<file path="config.mk">
export PLATFORM = sky130hd
export DESIGN_NAME = sd_frac_divctl
export DESIGN_NICKNAME = d
export VERILOG_FILES = /design/src/rtl/sd_frac_divctl.sv
export SDC_FILE = /design/constraint.sdc
export NUM_CORES = 1
export LEC_CHECK = 0
export CAP_MARGIN = 20
export CORE_ASPECT_RATIO = 0.7
export CORE_MARGIN = 2
export CORE_UTILIZATION = 60
export CTS_BUF_LIST = sky130_fd_sc_hd__clkbuf_4
export CTS_CLUSTER_SIZE = 16
export DETAILED_ROUTE_END_ITERATION = 10
export GPL_TIMING_DRIVEN = 0
export HOLD_SLACK_MARGIN = 0.08
export PLACE_DENSITY_LB_ADDON = 0.3
export SETUP_SLACK_MARGIN = 0.1
export SYNTH_ARGS = -nofsm -noshare
export SYNTH_HDL_FRONTEND = slang
export SYNTH_SLANG_ARGS = --single-unit
</file>
<file path="constraint.sdc">
create_clock -name clk -period 17.88 [get_ports clk]
set_clock_uncertainty 0.1 [all_clocks]
set_input_delay 2.682 -clock clk [delete_from_list [all_inputs] [get_ports clk]]
set_output_delay 2.682 -clock clk [all_outputs]
set_load 0.02 [all_outputs]
</file>
<file path="src/rtl/sd_frac_divctl.sv">
module sd_frac_divctl #(
  parameter int INT_W  = 12,
  parameter int FRAC_W = 25,
  localparam int OUT_W = INT_W + 1
) (
  input  logic              clk,
  input  logic              rst_n,
  input  logic              load_i,
  input  logic [INT_W-1:0]  int_i,
  input  logic [FRAC_W-1:0] frac_i,
  output logic [OUT_W-1:0]  div_o
);

  logic [INT_W-1:0]  int_q;
  logic [FRAC_W-1:0] frac_q, acc1, acc2, acc3;
  logic              cy2_d, cy3_d, cy3_dd;
  logic [FRAC_W:0]   sum1, sum2, sum3;
  logic [3:0]        offs;

  assign sum1 = {1'b0, acc1} + {1'b0, frac_q};
  assign sum2 = {1'b0, acc2} + {1'b0, sum1[FRAC_W-1:0]};
  assign sum3 = {1'b0, acc3} + {1'b0, sum2[FRAC_W-1:0]};

  // c1 + (c2 - c2') + (c3 - 2c3' + c3''), two's complement in 4 bits
  assign offs = 4'(sum1[FRAC_W]) + 4'(sum2[FRAC_W]) - 4'(cy2_d)
              + 4'(sum3[FRAC_W]) - {2'b00, cy3_d, 1'b0} + 4'(cy3_dd);

  always_ff @(posedge clk) begin
    if (!rst_n) begin
      int_q  <= int_i;
      frac_q <= frac_i;
      acc1   <= '0;
      acc2   <= '0;
      acc3   <= '0;
      cy2_d  <= 1'b0;
      cy3_d  <= 1'b0;
      cy3_dd <= 1'b0;
      div_o  <= {1'b0, int_i};
    end else begin
      if (load_i) begin
        int_q  <= int_i;
        frac_q <= frac_i;
      end
      acc1   <= sum1[FRAC_W-1:0];
      acc2   <= sum2[FRAC_W-1:0];
      acc3   <= sum3[FRAC_W-1:0];
      cy2_d  <= sum2[FRAC_W];
      cy3_d  <= sum3[FRAC_W];
      cy3_dd <= cy3_d;
      div_o  <= {1'b0, int_q} + {{(OUT_W-4){offs[3]}}, offs};
    end
  end

  // reset clears state and forces the output to the presented integer
  p_reset_clear_r1: assert property (@(posedge clk)
    !rst_n |=> (acc1 == '0 && acc2 == '0 && acc3 == '0 && !cy2_d && !cy3_d && !cy3_dd
                && div_o == {1'b0, $past(int_i)}));

  // working values hold unless a load is sampled
  p_hold_no_load_r2: assert property (@(posedge clk) disable iff (!rst_n)
    !load_i |=> ($stable(int_q) && $stable(frac_q)));

  // both halves are adopted on the same edge
  p_load_both_r2: assert property (@(posedge clk) disable iff (!rst_n)
    load_i |=> (int_q == $past(int_i) && frac_q == $past(frac_i)));

  // output within -3..+4 of the integer in force one cycle earlier
  p_offset_range_r3: assert property (@(posedge clk) disable iff (!rst_n)
    rst_n |=> ((div_o - {1'b0, $past(int_q)}) + OUT_W'(3) <= OUT_W'(7)));

  // zero fraction on clear state yields exactly INT
  p_zero_frac_r4: assert property (@(posedge clk) disable iff (!rst_n)
    (frac_q == '0 && acc1 == '0 && acc2 == '0 && acc3 == '0 && !cy2_d && !cy3_d && !cy3_dd)
      |=> div_o == {1'b0, $past(int_q)});

endmodule

</file>
==> results of run 1 <==
==> metrics by stage <==
stage | util, % | instance area (um^2) | setup WS, ps
after floorplan | - | 8190 | 10760
after detailed placement | 67.7 | 8960 | 9840
final | 69.9 | 9250 | 9690
after global routing | 69.9 | 9250 | 9320
after global placement | 67.5 | 8930 | 9990
after CTS | 69.9 | 9250 | 9820
==> placed cells by master (no fill, tap or decap), types with 18 or more instances in the layout <==
cell              n
ha_1             97
dfxtp_1          91
a21oi_1          79
nand2_1          64
nor2_1           55
clkdlybuf4s50_1  51
o21ai_0          47
and2_1           47
xnor2_1          46
edfxtp_1         37
inv_1            36
a21o_1           25
xor2_1           25
clkbuf_1         19
clkbuf_4         18
==> how the worst max path moves through the flow <==
stage               cells past startpoint  slack [ps]                 from                end
finish                                 32        9690  frac_q[3]$_DFFE_PP_  div_o[11]$_DFF_P_
global route                           32        9320  frac_q[3]$_DFFE_PP_  div_o[11]$_DFF_P_
CTS                                    32        9820  frac_q[3]$_DFFE_PP_  div_o[11]$_DFF_P_
detailed placement                     32        9840  frac_q[3]$_DFFE_PP_  div_o[11]$_DFF_P_
global placement                       32        9990  frac_q[1]$_DFFE_PP_  div_o[11]$_DFF_P_
floorplan                              32       10760  frac_q[1]$_DFFE_PP_  div_o[11]$_DFF_P_
==> layout make-up <==
cell class / instances / area share [%]
plain buffers: 22 / 0.893
clock buffers: 18 / 1.46
inverters: 37 / 1.50
clock inverters: 14 / 1.69
flip-flops and latches: 128 / 31.7
multi-input cells: 687 / 54.5
repair buffers: 52 / 5.74
well taps: 185 / 2.50
==> tightest hold or removal path, stage by stage (launching register included) <==
cell and delay (ps):
dfxtp_1 340, inv_1 100, nor2_1 60
==> sequential cells by signal, indices dropped and copies added, names as in the netlist <==
signal / count
cy3_d: 1
frac_q: 25
div_o: 13
acc1: 25
cy3_dd: 1
acc2: 25
cy2_d: 1
acc3: 25
int_q: 12
==> metal layers <==
metal	up-vias	routed length [um]	GRT usage [%]
met2	235	7500	38.0
li1	3314	-	-
met1	3085	9270	38.9
met5	-	0	0
met3	20	1270	5.30
met4	0	218	6.33
==> kinds of logic (layout without fill, tap and decap cells) <==
kind of cell	count (synthesis)	after routing	synth area share (%)
simple gates	251	251	15.4
compound gates	241	241	19.5
flops	128	128	35.8
fa+ha+maj	103	103	16.3
xor+xnor	71	71	7.59
buf+inv	59	143	2.70
mux	21	21	2.73
==> impl_metrics.ini, run 1 <==
[layout]
finalNetCount = 1088
multiInputGateArea_um2 = 5040
fin_cells = 1143
ff_latch_area_um2 = 2930
area_delta_synth_final_pct = 12.9
fill_cells = 1036
drive_gt1_share_pct = 7.20
n_antenna_cell = 0

[cts]
clock_path_buffers = 2
clock-root-buffer = clkbuf_4
cts_setup_buffers = 0
clk_pin_slew_ps = 140
clkSinkCount = 128
cts_buffers = 17
clkLatencyLatePin_ps = 540
cts_tree = done
cts_hold_buf = 0
cts_resized = 0
htreeDepth = 4

[placement]
dp_hpwl_um = 13900
port-buffer-count = 51
place.gp.congestion = 0.909
dp.cells = 1111

[global_route]
grt_usage_pct = 25.9
grt_pass1_wl_um = 30000
first_global_vias = 6214
grt_max_degree = 27
grt.overflow.total = 0
antenna_found_initial = 0

[yosys]
synth_flop_cell = dfxtp_1
synth_seq_cells = 128
synthCells = 874
synth_cell_types = 62
ys_seq_area_share_pct = 35.8
synth_area_leaders = dfxtp_1 22%, ha_1 15%, edfxtp_1 14%
avgSynthCellArea_um2 = 9.37
synth_nets = 1017
ys_async_sr_fraction_pct = 0
synth_commonest_cells = 97 x ha_1, 91 x dfxtp_1, 79 x a21oi_1
yosys.area.top_type_share_pct = 22.2
synth.most_common_cell = ha_1
synth_enable_flop_cells = 37
synth_top_area_cell = dfxtp_1
synthesis.area_um2 = 8190
ys_warn_count = 0

[setup_path]
worstPathMaxFanout = 6
path_class = reg2reg
critical_path_buf_inv_count = 1
critical_path.slowest_cell = ha_1
slowest_delay_ps = 440
arrival_ps = 8520
cp_top_family = compound AO/OA/AOI/OAI gates
r2r_slack_ps = 9690
r2r-end = div_o[11]$_DFF_P_
cp_common_cell = ha_1
r2r-start = frac_q[3]$_DFFE_PP_
cp-end-kind = flop
worstPathRequired_ps = 18210
worstRegToRegCells = 32
start_kind = flop

[status]
status = finished clean

[timing]
fin_tns_setup_ps = 0
finalHoldViolCount = 0
setup_viol = 0
final.period_utilization_pct = 45.8
finalHoldWorstSlack_ps = 404
relSlewSlack_pct = 50.7
tightest_slew_ps = 739
rsz0062_at_grt = no
fmax_ghz = 0.122
period_needed_ps = 8190
slew_viol_final = 0

[min_path]
holdPathEnd = cy3_dd$_SDFF_PN0_
min_path_type = reg2reg
worstHoldStart = cy3_d$_SDFF_PN0_
holdPathStages = 2

[flow_run]
maxCapViolCount = 0

[route]
post_drt_wl_per_cell_um = 16.0
wl_um = 18300
first_pass_iters = 6
final_antenna_net_count = 0
drt_iter0_markers = 384
drc = 0
dr_total_vias = 6654
viasPerCell = 5.82

[die]
die_w_um = 144
core_um2 = 13200
start_util_pct = 61.9
die_area_um2 = 14600
die_h_um = 102
io_pins = 53
rows = 35
Power of run 1 is not shown: default switching activity piles up to over one toggle a cycle in this logic, so the estimate is an artifact.
==> run 2: changes to the inputs <==
clock period = 7.7 ns   (was 17.88 ns; I/O delays follow)
==> run 2 against run 1 <==
  * Flip-flop and latch count did not move
  * Design area is 5.3% higher
  * Register-to-register slack worse by 9500 ps
  * Maximum frequency is 8.4% higher
  * Via count increased by 4.5%
  * Non-clock buffer count up 18
  * Setup slack got worse by 9500 ps
  * Sequential share of layout area shrank 1.6 points
  * Hold slack improved by 16 ps
  * Critical path depth unchanged
  * First-iteration DRC count increased by 33%
  * Global-route usage up 0.72 points
  * Highest routed layer unchanged
==> impl_metrics.ini, run 2 (synthesis results as in run 1) <==
[status]
status = finished clean

[layout]
finalNetCount = 1106
drive_gt1_share_pct = 14.8
area_delta_synth_final_pct = 18.8
mostFrequentLayoutCell = dfxtp_1
n_antenna_cell = 0
fill_cells = 937
ff_latch_area_um2 = 2930
final_util_pct = 73.6
final_cell_mix = 91 x dfxtp_1, 89 x ha_1, 68 x a21oi_1
multiInputGateArea_um2 = 5380

[route]
viasPerCell = 5.99
first_pass_iters = 8
post_drt_wl_per_cell_um = 17.4
dr_total_vias = 6953
wl_um = 20200
drt_iter0_markers = 512
final_antenna_net_count = 0
drc = 0

[global_route]
first_global_vias = 6341
grt_max_degree = 27
grt.overflow.total = 0
grt_usage_pct = 26.6
grt_pass1_wl_um = 30800
antenna_found_initial = 0

[timing]
finalHoldViolCount = 0
tightest_slew_ps = 739
period_needed_ps = 7560
fmax_ghz = 0.132
relSlewSlack_pct = 50.7
rsz0062_at_grt = yes
setup_viol = 0
slew_viol_final = 0
final.period_utilization_pct = 98.2

[setup_path]
slowest_delay_ps = 450
cp-end-kind = flop
critical_path.slowest_cell = edfxtp_1
worstPathRequired_ps = 8050
path_class = reg2reg
arrival_ps = 7910
worstPathMaxFanout = 4
cp_common_cell = ha_1
start_kind = flop

[die]
core_um2 = 13200
die_h_um = 102
rows = 35
die_w_um = 144
die_area_um2 = 14600
start_util_pct = 61.9
io_pins = 53

[cts]
clock-root-buffer = clkbuf_4
clk_pin_slew_ps = 130
clock_path_buffers = 2
cts_buffers = 17
cts_hold_buf = 0
htreeDepth = 4
clkSinkCount = 128
cts_tree = done
clkLatencyLatePin_ps = 550

[flow_run]
maxCapViolCount = 0

[placement]
port-buffer-count = 51
dp_hpwl_um = 13900
place.gp.congestion = 0.909

[min_path]
min_path_type = reg2reg
## run 2: changes by cell type in the layout (fill, tap and decap cells not counted), sizes merged
cell | before | now
buf | 4 | 25
clkbuf | 37 | 34
## run 2: area by class of cell
cell class	count	share of cell area [%]
Clock buffer	18	1.39
Buffer	19	0.771
Sequential cell	128	30.1
Timing Repair Buffer	73	7.07
Inverter	37	1.43
Multi-Input combinational cell	687	55.2
Clock inverter	14	1.61
Tap cell	185	2.38
## run 2: per-layer routing
| metal | vias up | GRT usage [%] | part of all wire (%) |
|---|---|---|---|
| met3 | 28 | 5.30 | 8.4 |
| met2 | 339 | 40.0 | 44 |
| met4 | 0 | 6.11 | 1.1 |
| li1 | 3349 | - | - |
| met1 | 3237 | 39.5 | 47 |
| met5 | - | 0 | 0 |
## run 2: through the flow
step / setup WS [ps] / hold slack [ps] / cells / instance area (um^2) / setup TNS, ps
final: 141 / 420 / 1161 / 9740 / 0
after global routing: -198 / 424 / 1161 / 9740 / -445
after CTS: 109 / 393 / 1149 / 9350 / 0
after detailed placement: -335 / 397 / 1111 / 8960 / -551
after global placement: -194 / 386 / 1110 / 8930 / -194
after floorplan: 578 / 349 / 874 / 8190 / 0
## run 2: worst paths after layout
kind                                           from                 to  slack (ps)  cells after the start
worst min register to register     cy3_d$_SDFF_PN0_  cy3_dd$_SDFF_PN0_         420                      2
worst min-delay path               cy3_d$_SDFF_PN0_  cy3_dd$_SDFF_PN0_         420                      2
worst max-delay path            frac_q[1]$_DFFE_PP_  div_o[11]$_DFF_P_         140                     32
worst max register to register  frac_q[1]$_DFFE_PP_  div_o[11]$_DFF_P_         140                     32
## run 2: what timing repair did
item | in CTS | in global routing
setup endpoints to repair | 6 | 9
gates resized for setup | 13 | 65
pin swaps | 7 | 25
setup buffers | 7 | 14
## run 2: worst max-delay path, delay by kind of cell (launching register included)
family                     cells  cell delay [ps]
DFF                            1              450
adders and majority gates      6             1870
and+or+nand+nor                6             1360
muxes                          1              250
buffers and inverters          2              180
xor gates and xnor gates       3              360
AOI/OAI and AO/OA             14             2860
Power of run 2 is left out for the same reason.
